[config.mk]
export PLATFORM = sky130hd
export DESIGN_NAME = simd_ctr_rev
export DESIGN_NICKNAME = d
export VERILOG_FILES = /design/src/rtl/simd_rev_pkg.sv /design/src/rtl/rev_decode.sv /design/src/rtl/rev_permute.sv /design/src/rtl/rev_outstage.sv /design/src/rtl/simd_ctr_rev.sv
export SDC_FILE = /design/constraint.sdc
export NUM_CORES = 1
export LEC_CHECK = 0
export BUFFER_PORTS_ARGS = -buffer_cell sky130_fd_sc_hd__buf_4
export CAP_MARGIN = 20
export CORE_UTILIZATION = 50
export DETAILED_ROUTE_END_ITERATION = 6
export GPL_TIMING_DRIVEN = 0
export PLACE_DENSITY = 0.75
export SYNTH_ARGS = -nofsm -noshare
export SYNTH_HDL_FRONTEND = slang
export SYNTH_HIERARCHICAL = 1
export SYNTH_SLANG_ARGS = --single-unit
export TNS_END_PERCENT = 10
[constraint.sdc]
create_clock -name clk -period 2.4 [get_ports clk]
set_clock_uncertainty 0.2 [all_clocks]
set_input_delay 0.72 -clock clk [delete_from_list [all_inputs] [get_ports clk]]
set_output_delay 0.72 -clock clk [all_outputs]
set_load 0.1 [all_outputs]
[src/rtl/simd_rev_pkg.sv]
// Package: shared types and constant helpers for the container reversal unit.
// Assumes: byte-granular elements; containers and elements are powers of two.
package simd_rev_pkg;

    // Legal container/element pairings, one code per permutation variant
    typedef enum logic [2:0] {
        RM_C64_E8  = 3'd0,
        RM_C64_E16 = 3'd1,
        RM_C64_E32 = 3'd2,
        RM_C32_E8  = 3'd3,
        RM_C32_E16 = 3'd4,
        RM_C16_E8  = 3'd5
    } rev_mode_e;

    localparam int NUM_MODES = 6;

    // Decoded view of one instruction word
    typedef struct packed {
        logic      legal;
        logic      wide;
        rev_mode_e mode;
        logic [4:0] rd;
    } rev_dec_t;

    // log2 of the container width in bytes for a mode index
    function automatic int mode_cb_log(input int m);
        case (m)
            0, 1, 2: return 3;
            3, 4:    return 2;
            default: return 1;
        endcase
    endfunction

    // log2 of the element width in bytes for a mode index
    function automatic int mode_eb_log(input int m);
        case (m)
            0, 3, 5: return 0;
            1, 4:    return 1;
            default: return 2;
        endcase
    endfunction

endpackage

[src/rtl/rev_decode.sv]
// Module: rev_decode
// Checks the fixed opcode fields and derives the container and element sizes,
// the width select and the destination index from one instruction word.
// Assumes: the layout stated in the brief; the source register field is not used here.
module rev_decode
    import simd_rev_pkg::*;
#(
    parameter int INSN_W = 32,
    parameter int IDX_W  = 5
) (
    input  logic [INSN_W-1:0] insn,
    output rev_dec_t          dec
);

    localparam logic [4:0] OPC_HI  = 5'b01110;
    localparam logic [4:0] OPC_MID = 5'b10000;
    localparam logic [3:0] OPC_LO  = 4'b0000;
    localparam logic [1:0] OPC_TL  = 2'b10;

    logic       fixed_ok;
    logic [1:0] csel;
    logic [1:0] esel;
    logic [1:0] cb_log;
    logic       csel_ok;
    logic       pair_ok;
    rev_mode_e  mode;
    logic       rn_unused;

    // Source register field is carried by the instruction but not needed
    assign rn_unused = ^insn[9:5];

    // Compare every fixed opcode field
    always_comb begin
        fixed_ok = (insn[31] == 1'b0) &&
                   (insn[28:24] == OPC_HI) &&
                   (insn[21:17] == OPC_MID) &&
                   (insn[16:13] == OPC_LO) &&
                   (insn[11:10] == OPC_TL);
    end

    // Container selector: o0 is the upper bit, U the lower
    always_comb begin
        csel    = {insn[12], insn[29]};
        esel    = insn[23:22];
        csel_ok = (csel != 2'b11);
        case (csel)
            2'b00:   cb_log = 2'd3;
            2'b01:   cb_log = 2'd2;
            default: cb_log = 2'd1;
        endcase
    end

    // Element must be strictly narrower than its container
    always_comb begin
        pair_ok = csel_ok && (esel != 2'b11) && ({1'b0, esel} < {1'b0, cb_log});
    end

    // Map the legal size pairing onto its permutation variant
    always_comb begin
        mode = RM_C64_E8;
        case ({cb_log, esel})
            {2'd3, 2'd0}: mode = RM_C64_E8;
            {2'd3, 2'd1}: mode = RM_C64_E16;
            {2'd3, 2'd2}: mode = RM_C64_E32;
            {2'd2, 2'd0}: mode = RM_C32_E8;
            {2'd2, 2'd1}: mode = RM_C32_E16;
            {2'd1, 2'd0}: mode = RM_C16_E8;
            default:      mode = RM_C64_E8;
        endcase
    end

    // Assemble the decoded record
    always_comb begin
        dec.legal = fixed_ok && pair_ok;
        dec.wide  = insn[30];
        dec.mode  = mode;
        dec.rd    = insn[IDX_W-1:0];
    end

endmodule

[src/rtl/rev_permute.sv]
// Module: rev_permute
// Builds every legal reversal pattern as fixed wiring and selects one by mode.
// The upper lane is zeroed when only the low lane is processed.
// Assumes: DATA_W is two lanes of LANE_W bits; the selection logic depth does not depend on the data.
module rev_permute
    import simd_rev_pkg::*;
#(
    parameter int LANE_W = 64
) (
    input  logic [2*LANE_W-1:0] opnd,
    input  rev_mode_e           mode,
    input  logic                wide,
    output logic [2*LANE_W-1:0] res
);

    localparam int DATA_W = 2 * LANE_W;
    localparam int NBYTES = DATA_W / 8;

    logic [NUM_MODES-1:0][DATA_W-1:0] perm;

    // One wiring pattern per mode, one byte route per output byte
    for (genvar m = 0; m < NUM_MODES; m++) begin : g_mode
        localparam int CB = 1 << mode_cb_log(m);
        localparam int EB = 1 << mode_eb_log(m);
        localparam int NE = CB / EB;
        for (genvar b = 0; b < NBYTES; b++) begin : g_byte
            localparam int OFF  = b % CB;
            localparam int BASE = b - OFF;
            localparam int K    = OFF / EB;
            localparam int J    = OFF % EB;
            localparam int SRC  = BASE + (NE - 1 - K) * EB + J;
            assign perm[m][b*8 +: 8] = opnd[SRC*8 +: 8];
        end
    end

    // Pick the active pattern and clear the upper lane for narrow operations
    always_comb begin
        res = '0;
        for (int m = 0; m < NUM_MODES; m++) begin
            if (int'(mode) == m) begin
                res = perm[m];
            end
        end
        if (!wide) begin
            res[DATA_W-1:LANE_W] = '0;
        end
    end

endmodule

[src/rtl/rev_outstage.sv]
// Module: rev_outstage
// Single register stage on the result path; forces a zero result for undefined encodings.
// Assumes: synchronous active-low reset; data registers load only on valid beats.
module rev_outstage #(
    parameter int DATA_W = 128,
    parameter int IDX_W  = 5
) (
    input  logic              clk,
    input  logic              rst_n,
    input  logic              v_in,
    input  logic              legal_in,
    input  logic [DATA_W-1:0] res_in,
    input  logic [IDX_W-1:0]  rd_in,
    output logic              v_out,
    output logic [DATA_W-1:0] res_out,
    output logic [IDX_W-1:0]  rd_out,
    output logic              undef_out
);

    // Valid pipe: follows the input strobe by one clock
    always_ff @(posedge clk) begin
        if (!rst_n) begin
            v_out <= 1'b0;
        end else begin
            v_out <= v_in;
        end
    end

    // Payload register: captured on each accepted beat
    always_ff @(posedge clk) begin
        if (!rst_n) begin
            res_out   <= '0;
            rd_out    <= '0;
            undef_out <= 1'b0;
        end else if (v_in) begin
            res_out   <= legal_in ? res_in : '0;
            rd_out    <= rd_in;
            undef_out <= !legal_in;
        end
    end

endmodule

[src/rtl/simd_ctr_rev.sv]
// Module: simd_ctr_rev (top)
// Decodes one reversal instruction, permutes the operand and registers the result.
// Assumes: one beat per clock may be accepted; latency is one clock for every encoding.
module simd_ctr_rev
    import simd_rev_pkg::*;
#(
    parameter int LANE_W = 64,
    parameter int INSN_W = 32,
    parameter int IDX_W  = 5
) (
    input  logic                clk,
    input  logic                rst_n,
    input  logic                in_valid,
    input  logic [INSN_W-1:0]   in_insn,
    input  logic [2*LANE_W-1:0] in_opnd,
    output logic                out_valid,
    output logic [2*LANE_W-1:0] out_result,
    output logic [IDX_W-1:0]    out_rd,
    output logic                out_undef
);

    localparam int DATA_W = 2 * LANE_W;

    rev_dec_t          dec;
    logic [DATA_W-1:0] perm_res;

    // Field decode
    rev_decode #(
        .INSN_W (INSN_W),
        .IDX_W  (IDX_W)
    ) u_decode (
        .insn (in_insn),
        .dec  (dec)
    );

    // Byte routing network
    rev_permute #(
        .LANE_W (LANE_W)
    ) u_permute (
        .opnd (in_opnd),
        .mode (dec.mode),
        .wide (dec.wide),
        .res  (perm_res)
    );

    // Output register stage
    rev_outstage #(
        .DATA_W (DATA_W),
        .IDX_W  (IDX_W)
    ) u_outstage (
        .clk       (clk),
        .rst_n     (rst_n),
        .v_in      (in_valid),
        .legal_in  (dec.legal),
        .res_in    (perm_res),
        .rd_in     (dec.rd),
        .v_out     (out_valid),
        .res_out   (out_result),
        .rd_out    (out_rd),
        .undef_out (out_undef)
    );

endmodule

### Word-level counts from Yosys, hierarchy flattened

Index checks and enable logic that the tools add are counted.

| cells by class | value |
|---|---|
| magnitude comparators | 1 |
| equality and inequality tests | 16 |
| multiplexer cells | 10 |
| bitwise gates (word level) | 1 |
| reductions and logical operators | 11 |

Operators with widths:

| cell | number |
|---|---|
| two-way mux 128 bit | 7 |
| two-way mux 64 bit | 1 |
| == test 4 bit (second input constant) | 4 |
| one-hot mux 3 bit (5 select lines) | 1 |
| == test 3 bit (second input constant) | 4 |
| logical AND 1 bit | 7 |
| == test 5 x 4 -> 1 bit (second input constant) | 1 |
| == test 5 bit (second input constant) | 1 |
| == test 4 x 3 -> 1 bit (second input constant) | 1 |
| logical NOT 4 bit | 1 |
| inequality test 2 bit (second input constant) | 2 |
| one-hot mux 2 bit (2 select lines) | 1 |
| == test 3 x 2 -> 1 bit (second input constant) | 1 |
| logical NOT 3 bit | 1 |
| == test 2 x 1 -> 1 bit (second input constant) | 1 |
| == test 2 bit (second input constant) | 1 |
| logical NOT 2 bit | 1 |
| less-than comparator 2 bit | 1 |
| logical NOT 1 bit | 1 |
| inverter 1 bit | 1 |

| word-level totals | value |
|---|---|
| register bits | 135 |
| bits of input ports | 163 |

### Longest topological paths before layout

Gate-level depths: netlist of the first run.

| logic depth | value |
|---|---|
| word-level depth | 13 |
| gate-level depth with buffers | 12 |
| gate-level depth less buffers | 8 |

### Cells and area by module

The synthesis of the first run kept the hierarchy.

By module, submodules not included:

| module | instances | cells an instance | area an instance (um^2) | sequential area each (um^2) |
|---|---|---|---|---|
| rev_permute | 1 | 833 | 6577.6 | 0.0 |
| rev_outstage | 1 | 590 | 5230.0 | 2702.6 |
| rev_decode | 1 | 27 | 190.2 | 0.0 |

### Worst setup path after synthesis of the first run

OpenSTA, ideal clock, no wires.

| timing | value |
|---|---|
| path type | input to register |
| start | input port in_insn[12] |
| end | register u_outstage.undef_out |
| data arrival time | 2212 ps |
| required time | 2083 ps |
| path slack | -130 ps |
| stages | 10 |
| path buffers | 4 |
| cells stage by stage | clkbuf_1 > ha_1 > nor4bb_1 > nand2_1 > nor4b_2 > nand2_4 > buf_6 > buf_6 > buf_12 > o211a_1 |

RTL lines:

| what | RTL line | text |
|---|---|---|
| from (decl) | simd_ctr_rev.sv:14 | `input logic [INSN_W-1:0] in_insn,` |
| to (signal assigned) | rev_outstage.sv:38 | `undef_out <= !legal_in;` |
| to (decl) | rev_outstage.sv:17 | `output logic undef_out` |

### Final worst setup path of the first run

| timing | value |
|---|---|
| start | input port in_insn[30] |
| end | register u_outstage.res_out[122] |

| between the ends | value |
|---|---|
| cells in the longest elaborated chain, start to end | 2 |

Ends and longest elaborated chain:

| what | RTL line | text |
|---|---|---|
| two-way mux 64 bit | rev_permute.sv:44 | `if (!wide) begin` |
| named net perm_res[122] | simd_ctr_rev.sv:25 | `logic [DATA_W-1:0] perm_res;` |
| two-way mux 128 bit | rev_outstage.sv:36 | `res_out <= legal_in ? res_in : '0;` |
| to (signal assigned) | rev_outstage.sv:36 |  |
| to (decl) | rev_outstage.sv:15 | `output logic [DATA_W-1:0] res_out,` |

The timed path passes the listed nets, and every way through them passes these cells.
A chain may end at the register's enable or synchronous reset.

==> results of run 1 <==
report_power, final:
| group | internal (mW) | leakage, nW | switching, mW |
|---|---|---|---|
| Clock | 1.60 | 0.304 | 1.31 |
| Combinational | 1.17 | 5.05 | 1.56 |
| Sequential | 2.25 | 1.09 | 0.00380 |
layer usage:
| metal | routed length (um) | track usage | up-vias |
|---|---|---|---|
| met5 | 8 | 0 | - |
| met4 | 3296 | 0.2358 | 2 |
| met3 | 7346 | 0.1261 | 283 |
| met2 | 23970 | 0.6671 | 1243 |
| met1 | 20290 | 0.5406 | 6674 |
| li1 | - | - | 6033 |
cells in the mapped netlist (all sizes together), types with 27 or more instances:
library cell / number
nand2: 234
o21ai: 208
dfxtp: 135
nand3b: 129
buf: 113
mux2i: 112
mux2: 97
a21oi: 70
o221ai: 59
clkbuf: 56
mux4: 37
and3: 27
nor2: 27
what timing repair did:
item | 4_1_cts | 5_1_grt
hold endpoints to repair | 0 | 0
resized for setup | 243 | 136
setup endpoints to repair | 127 | 129
setup buffers | 6 | 7
gates cloned | 3 | 4
pin swaps | 25 | 24
through the flow:
stage | hold slack, ps | TNS [ps] | setup slack (ps) | cell area, sq um | util
after floorplan | 740.4 | -1380 | -39.11 | 12040 | -
after global placement | 266.3 | -75100 | -965.3 | 14570 | 0.6209
after detailed placement | 273.8 | -80890 | -964.9 | 14570 | 0.6209
after CTS | 276.4 | -1447 | -43.15 | 15980 | 0.6809
after global routing | 293.5 | -8146 | -138.5 | 16480 | 0.7022
final | 277.4 | -634.5 | -54.73 | 16490 | 0.7024
final cells by class:
cell class,instances,area share
flip-flops and latches,135,0.1639
clock inverters,15,0.01260
inverters,3,0.001214
multi-input cells,1143,0.5425
repair buffers,303,0.1446
diodes,2,0.0003036
well taps,319,0.02421
clock buffers,17,0.02580
plain buffers,168,0.08484
cell families (layout without fill, tap and decap cells):
kind of cell               Yosys count  count (layout)  synth area share
muxes                              246             246            0.2539
other                                0               2                 0
AOI/OAI and AO/OA                  403             403            0.2141
buffers and inverters              172             506           0.08280
xor gates and xnor gates             2               2          0.001460
and+or+nand+nor                    491             491            0.2214
adders and majority gates            1               1          0.001043
DFF                                135             135            0.2253
flip-flops by register name, indices dropped and copies added, names as in the netlist:
name and cells:
u_outstage/res_out 128, u_outstage/v_out 1, u_outstage/rd_out 5, u_outstage/undef_out 1
worst min-delay path by stage:
stage                                               startpoint  cells after the start  slack [ps]                              endpoint
final                      u_outstage/res_out[48]$_SDFFE_PN0P_                      2         280   u_outstage/res_out[48]$_SDFFE_PN0P_
after global routing      u_outstage/res_out[113]$_SDFFE_PN0P_                      2         290  u_outstage/res_out[113]$_SDFFE_PN0P_
after CTS                  u_outstage/res_out[40]$_SDFFE_PN0P_                      2         280   u_outstage/res_out[40]$_SDFFE_PN0P_
after detailed placement   u_outstage/res_out[40]$_SDFFE_PN0P_                      2         270   u_outstage/res_out[40]$_SDFFE_PN0P_
after global placement     u_outstage/res_out[40]$_SDFFE_PN0P_                      2         270   u_outstage/res_out[40]$_SDFFE_PN0P_
after floorplan           u_outstage/res_out[105]$_SDFFE_PN0P_                      2         740  u_outstage/res_out[105]$_SDFFE_PN0P_
critical path: cells and delay by family:
| family | cells | cell delay (ps) |
|---|---|---|
| buf+inv | 3 | 1140 |
| simple gates | 1 | 110 |
| compound gates | 3 | 670 |
==> key figures, run 1 <==
Status
  – Status: complete, but fails checks
  – Failing checks: design-rule violations, negative setup slack

Detailed routing
  – Antenna-violating nets left: 0
  – DR iter-0 viols: ~2200
  – WL per Instance: 26.09 um
  – Vias/cell: 6.762
  – Post-route DRC: 2
  – Total routed wirelength: approximately 55000 um
  – DR vias: 14235
  – First drt pass iteration count: 7

Die
  – Core outline area: 23470 sq um
  – Chip height: about 160 um
  – Die width: 156.9 um
  – Initial Util: 0.5111
  – Num rows: 56
  – Die Footprint: 24620 sq um
  – IO Pins: just under 300

Critical path
  – WS Path Type: in -> reg
  – Cell mode on critical path: clkbuf_1
  – Crit path launch: in_insn[30]
  – Worst EP required: ~2600 ps
  – CP startpoint kind: input pin
  – WP data arrival: 2640 ps
  – Reg2Reg Launch Point: u_outstage/res_out[3]$_SDFFE_PN0P_
  – Worst R2R End: u_outstage/res_out[3]$_SDFFE_PN0P_
  – Crit-path max cell delay: ~580 ps
  – Crit-path cells: buf_4 > clkbuf_1 > clkbuf_1 > o21ai_0 > a21oi_4 > nand2_1 > o21ai_2
  – Worst setup endpoint: u_outstage/res_out[122]$_SDFFE_PN0P_
  – Crit Path Max Fanout: 10
  – FF-to-FF setup slack: around 1500 ps
  – Critical Path Sink Type: flop
  – R2R cell count: 2
  – Slowest cell on crit path: clkbuf_1

Power and ir drop
  – PwrDens: 478.2 nW/um^2
  – Peak VDD IR: 0.5019 mV
  – Static Leak: 6.446 nW
  – Pwr Total: 7.884 mW

Final layout
  – Reg area: about 2700 sq um
  – Multi-input gate area: 8944 sq um
  – Layout area overhead: 37.42%
  – Commonest cells after routing, fill and taps aside: buf_4 (323), nand2_1 (232), dfxtp_1 (135)
  – Fill cells: between 1500 and 2000
  – Nets: 1935
  – Final Non-Filler Cells: approximately 2100
  – Most common cell after layout, fill and taps aside: buf_4
  – Share of cells above drive strength 1: 0.4187

Logic synthesis
  – Syn_nets: 1614
  – Synth Register Bits: ~140
  – Synth unique cells: 57
  – Post-synth EDFFs: 0
  – Leading area contributor after synthesis: dfxtp_1
  – Avg Inst Size Synth: between 8 and 9 sq um
  – Cells after synthesis: about 1500
  – Largest cells by area after synthesis: dfxtp_1 (23%), mux2i_1 (9.3%), mux2_2 (9.1%), o21ai_0 (8.3%), nand3b_1 (8.1%)
  – Share of the synthesized area in the top cell type: 0.2253
  – Synth async-reset ratio: 0
  – Synth Cell Area: ~12000 sq um
  – Post-synth top flop: dfxtp_1
  – Register area share after synthesis: 0.2253
  – Warnings, synthesis: 6

Flow run
  – Max-Cap Viols: 0

Timing
  – Final Hold Viols: 0
  – Pins Over Slew Limit: 0
  – RSZ-0062 raised after global routing: true
  – Setup Viol. Count Final: 23
  – Setup ws final: -54.73 ps
  – Final Critical Period: 2455 ps
  – Slew margin rel.: 0.5512
  – Slew @ Worst Pin: between 600 and 700 ps
  – Fmax: 407.4 MHz
  – Tcrit/Tclk final: 1.023

Clocking
  – Total CTS buffers: 17
  – Number of hold buffers added after CTS: 0
  – Root buffer cell: clkbuf_16
  – CTS tree: yes
  – Clk sinks: roughly 140
  – Clk_lat worst skew: about 440 ps
  – CTS clk-pin slew, worst paths: approximately 70 ps
  – Clock H-tree levels: 4
  – CTS max path bufs: 2

GRT
  – Largest net degree at the start of global routing: 17
  – GRT Resource Usage Total: 0.4323
  – Initial antenna violation count: 2
  – Vias in the first global route: between 10000 and 15000
  – First-pass GRT wire length: about 80000 um
  – Remaining Overflow, GRT: 0

Worst hold path
  – Hold Path Class: reg -> reg

Placed design
  – Post-detail-place hpwl: approximately 39000 um
  – IO Port Bufs: 284
  – Placed Cells incl. Taps: 2053
  – Final Wtd Congestion: slightly above 1
Note: power is estimated with default switching activity, not from simulation.
==> run 2, diff against run 1 <==
--- a/config.mk
+++ b/config.mk
@@ -7,10 +7,12 @@
 export LEC_CHECK = 0
 export BUFFER_PORTS_ARGS = -buffer_cell sky130_fd_sc_hd__buf_4
 export CAP_MARGIN = 20
+export CORE_MARGIN = 5
 export CORE_UTILIZATION = 50
 export DETAILED_ROUTE_END_ITERATION = 6
 export GPL_TIMING_DRIVEN = 0
 export PLACE_DENSITY = 0.75
+export SKIP_LAST_GASP = 1
 export SYNTH_ARGS = -nofsm -noshare
 export SYNTH_HDL_FRONTEND = slang
 export SYNTH_HIERARCHICAL = 1
==> key figures, run 2 (same netlist as run 1, synthesis figures left out) <==
Clocking
  – CTS clk-pin slew, worst paths: 70 ps (about the same)
  – Root buffer cell: clkbuf_16
  – CTS tree: yes
  – Clk sinks: 135 (unchanged)
  – Clock H-tree levels: 4 (unchanged)
  – Clk_lat worst skew: 430 ps (about the same)
  – CTS max path bufs: 2 (unchanged)
  – Total CTS buffers: 17 (unchanged)

Detailed routing
  – DR vias: 14455 (+1.5%)
  – Post-route DRC: 0 (-2)
  – DR iter-0 viols: 2330 (+6.9%)
  – WL per Instance: 27.94 um (+7.1%)
  – Total routed wirelength: 59380 um (+8.1%)
  – First drt pass iteration count: 7 (unchanged)
  – Vias/cell: 6.802 (+0.59%)
  – Antenna-violating nets left: 0 (unchanged)

Timing
  – Final Hold Viols: 0 (unchanged)
  – Total negative slack: -10620 ps (-9983 ps)
  – Slew @ Worst Pin: 732.0 ps (+58.80 ps)
  – Tcrit/Tclk final: 1.075 (+0.05216)
  – Fmax: 387.6 MHz (-4.9%)
  – RSZ-0062 raised after global routing: true
  – Setup Viol. Count Final: 127 (+450%)
  – Setup ws final: -179.9 ps (-125.2 ps)
  – Slew margin rel.: 0.5120 (-0.03920)
  – Final Critical Period: 2580 ps (+125.2 ps)
  – Pins Over Slew Limit: 0 (unchanged)

Power and ir drop
  – Peak VDD IR: 0.4176 mV (-17%)
  – PwrDens: 472.9 nW/um^2 (-1.1%)
  – Static Leak: 6.693 nW (+3.8%)

Critical path
  – Worst EP required: 2550 ps (-30 ps)
  – CP startpoint kind: input pin
  – Crit Path Max Fanout: 6 (-4)
  – WP data arrival: 2730 ps (+90 ps)
  – WS Path Type: in -> reg
  – Critical Path Sink Type: flop

GRT
  – GRT Resource Usage Total: 0.4116 (-0.02065)
  – Initial antenna violation count: 1 (-1)
  – First-pass GRT wire length: 85220 um (+5.7%)
  – Vias in the first global route: 13453 (+0.39%)
  – Largest net degree at the start of global routing: 17 (unchanged)
  – Remaining Overflow, GRT: 0 (unchanged)

Die
  – Die width: 164.9 um (+5.1%)
  – IO Pins: 298 (unchanged)
  – Chip height: 164.9 um (+5.1%)
  – Core outline area: 23540 sq um (+0.30%)
  – Initial Util: 0.5096 (-0.001521)
  – Num rows: 56 (unchanged)
  – Die Footprint: 27190 sq um (+10%)

Status
  – Failing checks: negative setup slack
  – Status: complete, but fails checks

Worst hold path
  – Hold Path Class: reg -> reg

Final layout
  – Final instance area: 17050 sq um (+3.4%)
  – Max FFs per register: 128 (unchanged)
  – Final Util: 0.7241 (+0.02172)
  – Most common cell after layout, fill and taps aside: buf_4
  – Layout area overhead: 42.09%
  – Top flop regs: u_outstage/res_out: 128 flops, u_outstage/rd_out: 5 flops
  – Commonest cells after routing, fill and taps aside: buf_4 (335), nand2_1 (227), dfxtp_1 (135)
  – Largest reg by FF count: u_outstage/res_out
  – Share of cells above drive strength 1: 0.4347 (+0.01594)
  – Nets: 1957 (+1.1%)
  – Antenna Diode Count: 0 (-2)

Placed design
  – Final Wtd Congestion: 1.011 (-0.83%)
  – Placed cell area: 14570 sq um (unchanged)
  – IO Port Bufs: 284 (unchanged)
  – Post-detail-place hpwl: 42330 um (+7.4%)

Flow run
  – Max-Cap Viols: 0 (unchanged)
## run 2: layout make-up
| type | count | area (sq um) |
|---|---|---|
| buffer | 169 | 1568 |
| clock buffer | 17 | 425.4 |
| clock inverter | 15 | 201.4 |
| fill | 1857 | 6495 |
| inverter | 3 | 22.52 |
| multi-input combinational | 1143 | 9086 |
| sequential | 135 | 2703 |
| tap | 319 | 399.1 |
| timing repair buffer | 324 | 2643 |
## run 2: final timing paths
check                                      start                                   to  slack, ps  depth (start not counted)
max reg2reg  u_outstage/res_out[57]$_SDFFE_PN0P_  u_outstage/res_out[57]$_SDFFE_PN0P_       1550                          2
min reg2reg  u_outstage/res_out[34]$_SDFFE_PN0P_  u_outstage/res_out[34]$_SDFFE_PN0P_        270                          2
max                                  in_insn[12]  u_outstage/res_out[54]$_SDFFE_PN0P_       -180                         11
min          u_outstage/res_out[34]$_SDFFE_PN0P_  u_outstage/res_out[34]$_SDFFE_PN0P_        270                          2
## run 2: report_power, final
part           internal [mW]  total, mW  switching, mW
clock                   1.60       2.92           1.31
sequential              2.25       2.25        0.00386
combinational           1.25       2.89           1.64
## run 2: repair_timing
item	in CTS	in global routing
setup endpoints to repair	129	129
resized for setup	240	191
gates cloned	9	5
pin swaps	34	43
hold buffers	0	0
setup buffers	12	15
## run 2: layer usage
layer / track usage / share of wire / up-vias
met2: 0.6090 / 0.42 / 1344
met1: 0.5540 / 0.38 / 6773
met4: 0.1652 / 0.050 / 2
li1: - / - / 6073
met3: 0.1350 / 0.15 / 263
met5: 0 / 0.00022 / -
## run 2: per-stage QoR
stage,hold WS (ps),power (mW),setup WS [ps],std cells
floorplan,740.4,3.727,-39.11,1450
global placement,267.4,4.623,-1110,2053
detailed placement,273.6,4.633,-1148,2053
CTS,275.4,7.678,-97.10,2106
global route,296.0,8.225,-257.5,2125
finish,273.2,8.061,-179.9,2125
## run 2: worst max-delay path, cell delays in order
cell and delay (ps):
buf_12 110, clkbuf_1 90, ha_2 180, nor4bb_1 260, nand2_1 170, nor4b_4 420, nand2_4 130, buf_12 160
buf_16 150, clkbuf_16 160, o21ai_1 170
